`src/rtl/store_queue.sv`:
```
module store_queue #(
  parameter int DEPTH  = 4,
  parameter int SEQ_W  = 8,
  parameter int ADDR_W = 16,
  parameter int DATA_W = 32,
  parameter int SIZE_W = 4,
  parameter int LQ_W   = 4,
  parameter int LDX_W  = 4,
  localparam int SLOTS = DEPTH + 1,
  localparam int IW    = $clog2(SLOTS),
  localparam int CW    = $clog2(DEPTH + 1)
) (
  input  logic              clk,
  input  logic              rst_n,
  input  logic              alloc_valid,
  input  logic [SEQ_W-1:0]  alloc_seq,
  input  logic [ADDR_W-1:0] alloc_addr,
  input  logic [DATA_W-1:0] alloc_data,
  input  logic [SIZE_W-1:0] alloc_size,
  output logic [IW-1:0]     alloc_idx,
  input  logic              commit_valid,
  input  logic [SEQ_W-1:0]  commit_seq,
  input  logic              squash_valid,
  input  logic [SEQ_W-1:0]  squash_seq,
  output logic              wr_valid,
  input  logic              wr_ready,
  output logic [IW-1:0]     wr_idx,
  output logic [ADDR_W-1:0] wr_addr,
  output logic [DATA_W-1:0] wr_data,
  output logic [SIZE_W-1:0] wr_size,
  input  logic              ack_valid,
  input  logic [IW-1:0]     ack_idx,
  input  logic              stall_valid,
  input  logic [SEQ_W-1:0]  stall_seq,
  input  logic [LDX_W-1:0]  stall_load_idx,
  output logic              replay_valid,
  output logic [LDX_W-1:0]  replay_load_idx,
  input  logic [LQ_W-1:0]   lq_slots_free,
  output logic [CW-1:0]     free_entries,
  output logic [CW-1:0]     sq_count,
  output logic [CW-1:0]     wb_pending
);
  localparam int FW = ((LQ_W > IW) ? LQ_W : IW) + 1;

  logic [IW-1:0]     head, wb, tail;
  logic [CW-1:0]     count, pend;
  logic [SEQ_W-1:0]  seq_q  [SLOTS];
  logic [ADDR_W-1:0] addr_q [SLOTS];
  logic [DATA_W-1:0] data_q [SLOTS];
  logic [SIZE_W-1:0] size_q [SLOTS];
  logic [SLOTS-1:0]  elig, done;
  logic              blocked;
  logic              stalled;
  logic [SEQ_W-1:0]  st_seq;
  logic [LDX_W-1:0]  st_ld;
  logic              replay_q;
  logic [LDX_W-1:0]  replay_idx_q;

  function automatic logic [IW-1:0] wrap_add(input logic [IW-1:0] a, input int b);
    int s;
    s = int'(a) + b;
    if (s >= SLOTS) s = s - SLOTS;
    if (s < 0) s = s + SLOTS;
    return s[IW-1:0];
  endfunction

  logic wb_open, zero_done, issue, alloc_ok, hit;
  assign wb_open   = (pend != '0) && (wb != tail) && elig[wb];
  assign zero_done = wb_open && (size_q[wb] == '0);
  assign wr_valid  = wb_open && !zero_done && !blocked;
  assign issue     = wr_valid && wr_ready;
  assign alloc_ok  = alloc_valid && !squash_valid && (count < CW'(DEPTH));

  assign wr_idx  = wb;
  assign wr_addr = addr_q[wb];
  assign wr_data = data_q[wb];
  assign wr_size = size_q[wb];
  assign alloc_idx  = tail;
  assign sq_count   = count;
  assign wb_pending = pend;
  assign replay_valid    = replay_q;
  assign replay_load_idx = replay_idx_q;

  logic [SLOTS-1:0] elig_n;
  logic [CW-1:0]    add_n;
  always_comb begin
    logic run;
    logic [IW-1:0] idx;
    elig_n = elig;
    add_n  = '0;
    run    = commit_valid;
    for (int k = 0; k < DEPTH; k++) begin
      idx = wrap_add(head, k);
      if (run && (k < int'(count)) && !elig[idx]) begin
        if (seq_q[idx] > commit_seq) run = 1'b0;
        else begin
          elig_n[idx] = 1'b1;
          add_n = add_n + CW'(1);
        end
      end
    end
  end

  logic [SLOTS-1:0] done_n, free_mask;
  logic [CW-1:0]    adv;
  always_comb begin
    logic run;
    logic [IW-1:0] idx;
    done_n = done;
    if (ack_valid) done_n[ack_idx] = 1'b1;
    if (zero_done) done_n[wb] = 1'b1;
    adv = '0;
    free_mask = '0;
    run = 1'b1;
    for (int k = 0; k < DEPTH; k++) begin
      idx = wrap_add(head, k);
      if (run && (k < int'(count)) && done_n[idx]) begin
        adv = adv + CW'(1);
        free_mask[idx] = 1'b1;
      end else run = 1'b0;
    end
  end

  logic [CW-1:0] rm;
  always_comb begin
    logic run;
    logic [IW-1:0] idx;
    rm  = '0;
    run = squash_valid;
    for (int k = 0; k < DEPTH; k++) begin
      idx = wrap_add(tail, -(k + 1));
      if (run && (k < int'(count)) && !elig_n[idx] && (seq_q[idx] > squash_seq))
        rm = rm + CW'(1);
      else run = 1'b0;
    end
  end

  assign hit = stalled &&
               (((issue || zero_done) && (seq_q[wb] == st_seq)) ||
                (ack_valid && (seq_q[ack_idx] == st_seq)));

  always_ff @(posedge clk) begin
    if (!rst_n) begin
      head <= '0;
      wb <= '0;
      tail <= '0;
      count <= '0;
      pend <= '0;
      elig <= '0;
      done <= '0;
      blocked <= 1'b0;
      stalled <= 1'b0;
      st_seq <= '0;
      st_ld <= '0;
      replay_q <= 1'b0;
      replay_idx_q <= '0;
    end else begin
      head  <= wrap_add(head, int'(adv));
      count <= count + CW'(alloc_ok) - adv - rm;
      pend  <= pend + add_n - CW'(ack_valid) - CW'(zero_done);
      if (squash_valid) tail <= wrap_add(tail, -int'(rm));
      else if (alloc_ok) tail <= wrap_add(tail, 1);
      if (issue || zero_done) wb <= wrap_add(wb, 1);
      elig <= elig_n & ~free_mask;
      done <= done_n & ~free_mask;
      if (wr_valid && !wr_ready) blocked <= 1'b1;
      else if (wr_ready) blocked <= 1'b0;
      replay_q <= hit;
      if (hit) begin
        replay_idx_q <= st_ld;
        stalled <= 1'b0;
      end else if (stall_valid) begin
        stalled <= 1'b1;
        st_seq <= stall_seq;
        st_ld <= stall_load_idx;
      end
    end
  end

  always_ff @(posedge clk) begin
    if (alloc_ok) begin
      seq_q[tail]  <= alloc_seq;
      addr_q[tail] <= alloc_addr;
      data_q[tail] <= alloc_data;
      size_q[tail] <= alloc_size;
    end
  end

  logic [FW-1:0] sq_free, lq_free, min_free;
  assign sq_free  = FW'(SLOTS) - FW'(count);
  assign lq_free  = FW'(lq_slots_free);
  assign min_free = (lq_free < sq_free) ? lq_free : sq_free;
  assign free_entries = CW'(min_free - FW'(1));

  a_r3_pending_bound: assert property (@(posedge clk) disable iff (!rst_n)
    wb_pending <= sq_count);
  a_r5_zero_no_request: assert property (@(posedge clk) disable iff (!rst_n)
    wr_valid |-> wr_size != '0);
  a_r6_refused_holds: assert property (@(posedge clk) disable iff (!rst_n)
    (wr_valid && !wr_ready) |=> (!wr_valid && $stable(wr_idx)));
  a_r8_squash_shrinks: assert property (@(posedge clk) disable iff (!rst_n)
    squash_valid |=> sq_count <= $past(sq_count));
  a_r9_replay_pulse: assert property (@(posedge clk) disable iff (!rst_n)
    replay_valid |=> !replay_valid);
endmodule

```
`config.mk`:
```
export PLATFORM = sky130hd
export DESIGN_NAME = store_queue
export DESIGN_NICKNAME = d
export VERILOG_FILES = /design/src/rtl/store_queue.sv
export SDC_FILE = /design/constraint.sdc
export NUM_CORES = 1
export LEC_CHECK = 0
export ABC_AREA = 0
export BUFFER_PORTS_ARGS = -buffer_cell sky130_fd_sc_hd__buf_4
export CAP_MARGIN = 20
export CELL_PAD_IN_SITES_DETAIL_PLACEMENT = 0
export CELL_PAD_IN_SITES_GLOBAL_PLACEMENT = 1
export CORE_MARGIN = 2
export CORE_UTILIZATION = 53
export DETAILED_ROUTE_END_ITERATION = 12
export PLACE_DENSITY = 0.93
export SYNTH_ARGS = -nofsm -noshare
export SYNTH_HDL_FRONTEND = slang
export SYNTH_SLANG_ARGS = --single-unit
```
`constraint.sdc`:
```
create_clock -name clk -period 27.1 [get_ports clk]
set_input_delay 2.71 -clock clk [delete_from_list [all_inputs] [get_ports clk]]
set_output_delay 2.71 -clock clk [all_outputs]
set_load 0.1 [all_outputs]
```
Word level (Yosys, flattened, before mapping):

Memory sizes are Yosys's and may differ from the RTL's. A register that Yosys moved wholly into a read port is not among the register bits.
Index checks and enable logic that the tools add are counted.

* bits in registers: 44
* memories kept: 4
* input bits: 103
* memory bits (writable): 300
* output and inout bits: 73

* equality and inequality tests: 3
* $lt $le $gt $ge: 54
* $add $sub $neg: 53
* reductions and logical operators: 65
* muxes and demuxes: 127
* bitwise logic cells: 14

Memory list
* data_q: depth 5, bits a word 32, rd ports 1, clocked after Yosys merged registers in 1, wr ports 1, line 49 `logic [DATA_W-1:0] data_q [SLOTS];`
* addr_q: depth 5, bits a word 16, rd ports 1, clocked after Yosys merged registers in 1, wr ports 1, line 48 `logic [ADDR_W-1:0] addr_q [SLOTS];`
* seq_q: depth 5, bits a word 8, rd ports 10, clocked after Yosys merged registers in 1, wr ports 1, line 47 `logic [SEQ_W-1:0] seq_q [SLOTS];`
* size_q: depth 5, bits a word 4, rd ports 1, clocked after Yosys merged registers in 1, wr ports 1, line 50 `logic [SIZE_W-1:0] size_q [SLOTS];`

Operator list (count)
* 32-bit 2-to-1 mux: 20
* 32-bit by 1-bit less-than comparator with 1-bit output, second input constant: 12
* 3-bit 2-to-1 mux: 35
* 5-bit 2-to-1 mux: 14
* 8-bit > comparator: 8
* 1-bit logical AND: 45
* 5-bit bitwise OR: 9
* 3-bit by 4-bit less-than comparator with 1-bit output, second input constant: 10
* 1-bit binary-select mux with 3-bit select: 13
* 1-bit 2-to-1 mux: 39
* 3-bit adder, second input constant: 12
* 4-bit by 32-bit adder with 32-bit output: 1
* 32-bit by 4-bit greater-or-equal comparator with 1-bit output, second input constant: 1
* 3-bit negator with 32-bit output: 1
* 32-bit by 4-bit subtractor with 32-bit output, second input constant: 1
* 4-bit by 3-bit subtractor with 5-bit output, second input constant: 6
* 3-bit by 1-bit adder with 3-bit output, second input constant: 9
* 4-bit by 3-bit greater-or-equal comparator with 1-bit output, second input constant: 6
* 5-bit by 4-bit subtractor with 6-bit output, second input constant: 4
* 5-bit by 4-bit greater-or-equal comparator with 1-bit output, second input constant: 4
* 1-bit demux with 3-bit select: 6
* 3-bit by 1-bit greater-or-equal comparator with 1-bit output, second input constant: 6
* 8-bit equality test: 2
* 3-bit by 1-bit adder with 4-bit output, second input constant: 3
* other kinds (28): 49

Longest topological paths before layout:

Gate-level depths: netlist of the first run.

* depth after elaboration: 47
* depth in mapped cells: 51
* mapped depth without buffers: 48

Least setup slack after synthesis of the first run:

Ideal clock, no wire load.

* kind: reg-to-reg
* from: register tail[0] (netlist: alloc_idx[0])
* to: register count[2] (netlist: sq_count[2])
* cell stages (with the launch flop): 48
* library setup time: 95 ps
* data required time: 27005 ps
* path slack: 17053 ps
* data arrival time: 9951 ps
* path through: dfxtp_1 clkbuf_1 clkinv_1 ha_1 ha_1 inv_1 a22o_1 nor2_1 nor2_1 nand2_1 xnor2_1 ha_1 inv_1 o22ai_1 clkbuf_1 clkbuf_1 mux2_2 o21ai_0 [12 not listed] and3_4 ha_1 xor2_1 ha_1 inv_1 mux2i_1 a21bo_1 ha_1 fa_1 inv_1 ha_1 xor2_1 xnor2_1 xnor2_1 nand3_1 or3_1 a211o_1 o311ai_1

* cells in the longest elaborated chain, start to end: 24

Ends and longest elaborated chain
* start: declaration: line 45 `logic [IW-1:0] head, wb, tail;`
* start signal: assignment: line 161 `if (squash_valid) tail <= wrap_add(tail, -int'(rm));`
* start signal: assignment: line 162 `else if (alloc_ok) tail <= wrap_add(tail, 1);`
* branches (longest 23 deep; another with 32-bit by 1-bit less-than comparator with 1-bit output)
* 3-bit subtractor *: line 159 `count <= count + CW'(alloc_ok) - adv - rm;`
* end signal: assignment: line 159
* end: declaration: line 46 `logic [CW-1:0] count, pend;`

Every way passes the cells marked *. The select of a mux whose other input is x is not followed.
A chain may end at the register's enable or synchronous reset.

Worst setup path after layout of the first run:

* from: register head[0]
* to: register count[2] (netlist: sq_count[2])

* cells in the longest elaborated chain, start to end: 39

Ends and longest elaborated chain
* start: declaration: line 45
* start signal: assignment: line 158 `head <= wrap_add(head, int'(adv));`
* branches (longest 38 deep; another with 32-bit by 1-bit less-than comparator with 1-bit output)
* 3-bit subtractor *: line 159

Marks and branches as above.

==> results of run 1 <==
-- layout make-up --
class	instances	area, um^2	area share (%)
flip-flops and latches	347	9956	39.98
clock buffers	43	968.4	3.889
repair buffers	205	1536	6.170
multi-input cells	1366	11310	45.41
inverters	83	316.6	1.271
well taps	532	665.6	2.673
clock inverters	16	152.6	0.6129
-- worst max-delay path: cells and delay by family (launching register included) --
family / cells / cell delay (ns)
AOI/OAI and AO/OA: 13 / 2.77
muxes: 1 / 0.08
xor gates and xnor gates: 4 / 0.86
buffers and inverters: 5 / 1.15
DFF: 1 / 0.31
and+or+nand+nor: 10 / 2.46
adders and majority gates: 8 / 3.00
-- worst min-delay path by stage --
| stage | end | cells past startpoint |
|---|---|---|
| after floorplan | stalled | 1 |
| after global placement | stalled | 1 |
| after detailed placement | blocked | 2 |
| after CTS | blocked | 2 |
| after global routing | blocked | 2 |
| final | blocked | 2 |
-- registers in the layout, indices dropped and copies added (netlist names), named ones only --
signal and flops:
st_seq 8, replay_load_idx 4, elig 5, replay_valid 1, wb_pending 3, head 3, wr_idx 3, alloc_idx 3
st_ld 4, sq_count 3, data_q 160, size_q 20, seq_q 40, done 5, stalled 1, addr_q 80
blocked 1
-- placed cells by master (no fill, tap or decap), types with 10 or more instances in the layout --
master and n:
a211oi_1 22, a21o_1 20, a21oi_1 91, a31oi_1 13, and2_1 16, buf_4 204
clkbuf_16 37, dfxtp_1 44, edfxtp_1 300, ha_1 137, inv_1 77, mux2_2 92
mux2i_1 73, mux4_2 86, nand2_1 145, nand2b_1 22, nand3_1 34, nand4_1 22
nor2_1 122, nor2b_1 24, nor3_1 24, nor4_1 12, o211ai_1 13, o21a_1 10
o21ai_0 91, o221ai_1 12, o22ai_1 38, or3_1 13, xnor2_1 35, xor2_1 25
-- stage by stage --
stage,area [um^2],worst slack (ns),cells,utilization (%)
floorplan,22090,17.05,1924,-
global placement,23760,16.38,2530,57.93
detailed placement,23780,16.49,2532,57.96
CTS,24900,16.47,2591,60.70
global route,24900,15.31,2592,60.72
finish,24900,16.30,2592,60.72
-- cells by family (layout without fill, tap and decap cells) --
family / Yosys count / in the layout / share of synthesized area, %
and+or+nand+nor: 495 / 495 / 11.13
AOI/OAI and AO/OA: 414 / 414 / 12.28
DFF: 347 / 347 / 45.03
muxes: 251 / 251 / 16.76
buffers and inverters: 211 / 347 / 3.845
adders and majority gates: 146 / 146 / 8.574
xor gates and xnor gates: 60 / 60 / 2.378
-- power groups by stage --
stage               combinational [mW]  clock, mW  sequential [mW]
floorplan                         1.11          0            0.681
global placement                  1.44          0            0.670
detailed placement                1.48          0            0.673
CTS                               1.49      0.490            0.663
global route                      1.65      0.508            0.667
finish                            1.51      0.485            0.664
-- routing by layer --
layer  wire (um)  GRT usage [%]  part of all wire [%]  up-vias
li1            -              -                     -     7549
met1       25780          39.09                    38     8386
met2       33230          52.85                    49      927
met3        6260          6.823                   9.2      194
met4        2716          12.38                   4.0        0
met5           0              0                     0        -
==> results.tsv, run 1 <==
stage	metric	value	unit
setup_path	crit path to	sq_count[2]	
route	DR vias	17060	
cts	CTS sink cnt	347	
timing	Hold WS	0.4525	ns
route	remaining antenna violation count after routing	0	
layout	share of cells above drive strength 1	23.16	%
synthesis	biggest area consumer among synthesized cells	edfxtp_1	
timing	Rel. slew slack	27.87	%
setup_path	crit path launch	head[0]	
cts	Clk Latency, worst-skew pair	0.57	ns
pwr	Pleak	9.257	nW
synthesis	Seq/Total Area, Yosys	45.03	%
hold_path	worst hold start	blocked	
synthesis	synth unique cells	96	
synthesis	Synth top cells by count	300 x edfxtp_1, 145 x nand2_1, 137 x ha_1	
timing	Final min period	10.80	ns
layout	NumNets Final	2287	
timing	FMAX	92.58	MHz
setup_path	most frequent CP cell	ha_1	
route	Pre-Repair DR Iteration Count	5	
cts	clk buf depth	3	
setup_path	WP data arrival	11.26	ns
setup_path	Worst EP required	27.56	ns
cts	TritonCTS Buffers	35	
synthesis	syn avg cell area	11.48	um^2
timing	actual slew at the worst max-slew pin	1.082	ns
setup_path	crit path kind	reg2reg	
layout	number of fill cells in the layout	3116	
placement	Placer Congestion	0.9937	
setup_path	flop-to-flop setup slack	16.30	ns
cts	CTS Root Cell	clkbuf_16	
global_routing	Tot GR Track Use	31.20	%
synthesis	Syn Inst Count	1924	
route	drt wl/cell	26.23	um
cts	CTS-repair resized insts	0	
timing	Final setup viols	0	
floorplanning	Die Area	43340	um^2
synthesis	Post-synth EDFFs	300	
cts	clk slew on worst S/H paths	0.06	ns
floorplanning	total I/O pin count	176	
pwr	Int Power	1.486	mW
synthesis	largest cells by area after synthesis	edfxtp_1 41%, mux4_2 8.8%, ha_1 7.8%	
layout	P&R area growth vs syn	12.71	%
synthesis	Yosys top cell area share	40.77	%
setup_path	Worst setup EP type	register	
setup_path	reg2reg end	sq_count[2]	
synthesis	ys async rst share	0	%
pwr	PwrDens	107.0	nW/um^2
synthesis	Netlist Area Pre-Place	22090	um^2
route	detailed-route wire length	67990	um
timing	final worst path period share	39.86	%
floorplanning	Die Wd	208.2	um
layout	ant diodes	0	
placement	IO Port Bufs	175	
pwr	Design Power	2.664	mW
route	initial DRC count	1675	
setup_path	Critical Path Max Stage Delay	0.75	ns
cts	CTS tree	done	
cts	H-tree levels	2	
placement	Post-DP HPWL	43950	um
pwr	Seq pwr share	24.9	%
synthesis	Syn Nets	2173	
timing	final hold vios	0	
synthesis	top-count cell post-synth	edfxtp_1	
synthesis	flops & latches, synth	347	
route	Vias per Instance	6.580	
floorplanning	initial core utilization	53.87	%
synthesis	Primary FF master, synth	edfxtp_1	
global_routing	total gr overflow	0	
floorplanning	row count	74	
pwr	logic gate share of total power	56.8	%
pwr	Clock Power Share	18.2	%
global_routing	vias in the first global route	17030	
setup_path	Setup crit start kind	register	
global_routing	initial antenna violation count	0	
hold_path	worst hold path type	reg2reg	
global_routing	first-pass GRT wire length	103100	um
timing	Clock Skew	0.02683	ns
timing	Slew Viols, Final	0	
pwr	switching share of power	44.20	%
cts	CTS Hold Bufs	0	
pwr	Sw Pwr	1.177	mW
cts	# Post-CTS Setup Buffers	0	
setup_path	Reg2Reg Depth	41	
flow_run	maxcap violations	0	
timing	RSZ-0062 raised after global routing	no	
timing	setup tns final	0	ns
global_routing	largest net degree at the start of global routing	61	
synthesis	Syn. warnings	0	
run_status	outcome	finished, final reports clean	
route	DRC violations left	0	
setup_path	worst r2r src	head[0]	
floorplanning	Core ar.	41020	um^2
setup_path	slowest CP cell	ha_1	
floorplanning	die height	208.2	um
pwr	VDD IR max	0.1088	mV
setup_path	Crit Path Max Fanout	41	
(Power assumes the default switching activity.)
==> run 2, diff against run 1 <==
- ABC_AREA: 0 -> 1
- CORE_UTILIZATION: 53 -> 42
- PLACE_DENSITY: 0.93 -> 0.84
- clock period: 27.1 -> 9.35 ns (I/O delays scaled with it)
==> run 2 against run 1 <==
Against the previous run: non-clock buffer count up 15; via count is 8.1% higher; worst hold slack worse by 0.0050 ns; sequential cell count did not move; maximum frequency is 26% higher; clock skew fell by 0.00087 ns; sequential share of layout area increased by 0.85 points; clock power increased to 2.9 times the previous value; synthesized cell count increased by 24%; critical endpoint is now alloc_idx[2]; setup slack worse by 16 ns; highest routed layer is now met5; die area grew 20%; power grew to 3.6 times the previous value.
==> results.tsv, run 2 <==
stage	metric	value	unit
run_status	outcome	finished, final reports clean	
setup_path	crit path kind	reg2reg	
timing	final worst path period share	91.97	%
synthesis	syn avg cell area	8.844	um^2
setup_path	Worst EP required	9.81	ns
layout	share of cells above drive strength 1	14.60	%
hold_path	worst hold start	st_ld[2]	
route	detailed-route wire length	68930	um
setup_path	WP data arrival	9.06	ns
synthesis	ys async rst share	0	%
global_routing	Top Usage Layer GRT	met2	
setup_path	worst r2r src	head[0]	
cts	# Post-CTS Setup Buffers	0	
hold_path	worst hold path type	reg2reg	
cts	CTS Root Cell	clkbuf_16	
layout	NumNets Final	2794	
timing	Final setup viols	0	
synthesis	flops & latches, synth	347	
placement	IO Port Bufs	175	
cts	Clk Latency, worst-skew pair	0.57	ns
setup_path	slowest CP cell	nor3_4	
floorplanning	total I/O pin count	176	
setup_path	Critical Path Max Stage Delay	0.51	ns
layout	max FFs per register	160	
pwr	PwrDens	389.1	nW/um^2
layout	Largest Register	data_q	
cts	clk slew on worst S/H paths	0.07	ns
global_routing	vias in the first global route	17900	
timing	Clock Skew	0.02596	ns
layout	P&R area growth vs syn	15.49	%
placement	pre-CTS WS	0.4564	ns
cts	TritonCTS Buffers	36	
cts	clk buf depth	3	
timing	FMAX	116.3	MHz
flow_run	maxcap violations	0	
route	DRC violations left	0	
setup_path	crit path launch	head[0]	
setup_path	Worst setup EP type	register	
timing	Final WS setup	0.7510	ns
pwr	VDD IR max	0.3354	mV
global_routing	M3 GR Usage	5.125	%
synthesis	Syn Nets	2637	
synthesis	Post-synth EDFFs	300	
floorplanning	Die Wd	228.2	um
timing	final hold vios	0	
placement	Placer Congestion	1.028	
global_routing	initial antenna violation count	3	
pwr	Pleak	9.782	nW
synthesis	largest cells by area after synthesis	edfxtp_1 43%, ha_1 8.1%, nor2_1 7.0%	
global_routing	Tot GR Track Use	25.95	%
layout	biggest regs	data_q: 160 flops, addr_q: 80 flops, seq_q: 40 flops	
cts	H-tree levels	2	
floorplanning	Die Area	52090	um^2
global_routing	met2 Usage GRT	43.76	%
timing	Final min period	8.599	ns
floorplanning	die height	228.2	um
cts	CTS sink cnt	347	
synthesis	Yosys top cell area share	42.66	%
floorplanning	row count	82	
route	Vias per Instance	5.691	
layout	commonest non-fill, non-tap cell in the layout	nor2_1	
synthesis	synth unique cells	65	
synthesis	Synth top cells by count	393 x nor2_1, 300 x edfxtp_1, 289 x nand2_1	
route	remaining antenna violation count after routing	0	
global_routing	largest net degree at the start of global routing	111	
synthesis	biggest area consumer among synthesized cells	edfxtp_1	
route	initial DRC count	1462	
route	drt wl/cell	21.28	um
route	DR vias	18440	
timing	actual slew at the worst max-slew pin	1.111	ns
route	Pre-Repair DR Iteration Count	6	
synthesis	top-count cell post-synth	nor2_1	
synthesis	Netlist Area Pre-Place	21120	um^2
synthesis	Primary FF master, synth	edfxtp_1	
cts	CTS Hold Bufs	0	
setup_path	Crit Path Max Fanout	11	
setup_path	Setup crit start kind	register	
global_routing	met1 Use GR	32.04	%
layout	commonest cells after routing, fill and taps aside	391 x nor2_1, 300 x edfxtp_1, 289 x nand2_1	
global_routing	first-pass GRT wire length	104800	um
synthesis	Syn. warnings	0	
synthesis	Syn Inst Count	2388	
floorplanning	Core ar.	49860	um^2
timing	Rel. slew slack	25.93	%
layout	Core Util, Final	48.91	%
placement	Post-DP HPWL	48730	um
layout	ant diodes	0	
timing	RSZ-0062 raised after global routing	no	
timing	Slew Viols, Final	0	
timing	setup tns final	0	ns
synthesis	Seq/Total Area, Yosys	47.11	%
global_routing	total gr overflow	0	
cts	CTS tree	done	
floorplanning	initial core utilization	42.35	%
## run 2: cell types whose count changed in the layout (fill, tap and decap cells not counted), moves of 72 or more
cell / previous run / this run
nor2_1: 122 / 391
o21ai_0: 91 / 240
nand2_1: 145 / 289
inv_1: 77 / 218
mux2_2: 92 / 3
mux4_2: 86 / 0
mux2i_1: 73 / 1
## run 2: what timing repair did
item | 4_1_cts | 5_1_grt
endpoints found under the setup margin | 0 | 4
gates resized for setup | 0 | 6
endpoints found under the hold margin | 0 | 0
## run 2: metrics by stage
stage / instances / area, um^2 / hold WS [ns] / power [mW]
finish: 3240 / 24390 / 0.4475 / 9.490
CTS: 3240 / 24370 / 0.4513 / 9.436
global route: 3240 / 24390 / 0.4711 / 10.16
global placement: 3179 / 23230 / 0.4425 / 7.902
floorplan: 2388 / 21120 / 0.4246 / 6.400
detailed placement: 3179 / 23230 / 0.4426 / 8.012
## run 2: layer usage
metal  vias up  part of all wire (%)
met3       210                   7.5
li1       8723                     -
met2       755                    47
met5         -                 0.058
met1      8746                    40
met4         6                   5.1
## run 2: worst paths after layout
path | to | slack, ns | cells past startpoint
worst max-delay path | alloc_idx[2] | 0.75 | 50
worst min-delay path | st_ld[2] | 0.45 | 2
worst max register to register | alloc_idx[2] | 0.75 | 50
worst min register to register | st_ld[2] | 0.45 | 2
## run 2: area by class of cell
cell class | count | area [um^2]
inverter | 242 | 909.6
clock buffer | 40 | 915.9
multi-input combinational | 1698 | 9888
clock inverter | 21 | 226.5
timing repair buffer | 220 | 1652
tap | 672 | 840.8
sequential | 347 | 9957
fill | 4667 | 25470
## run 2: logic make-up after synthesis
kind of cell	count (synthesis)	share of synthesized area, %
xor gates and xnor gates	43	1.819
and+or+nand+nor	873	17.91
buffers and inverters	343	6.262
adders and majority gates	146	8.970
muxes	4	0.2073
DFF	347	47.11
AOI/OAI and AO/OA	632	17.72
## run 2: report_power, final
part           internal, mW  switching [mW]
Sequential             1.83           0.135
Clock                 0.774           0.618
Combinational          1.83            4.30
## run 2: worst max-delay path, delay by kind of cell (launching register included)
family	cells	cell delay, ns
AND/OR/NAND/NOR	15	1.93
adder cells (fa/ha/maj)	9	2.55
flip-flops	1	0.47
buffers and inverters	11	1.04
XOR/XNOR	3	0.58
AO/OA/AOI/OAI	12	1.91
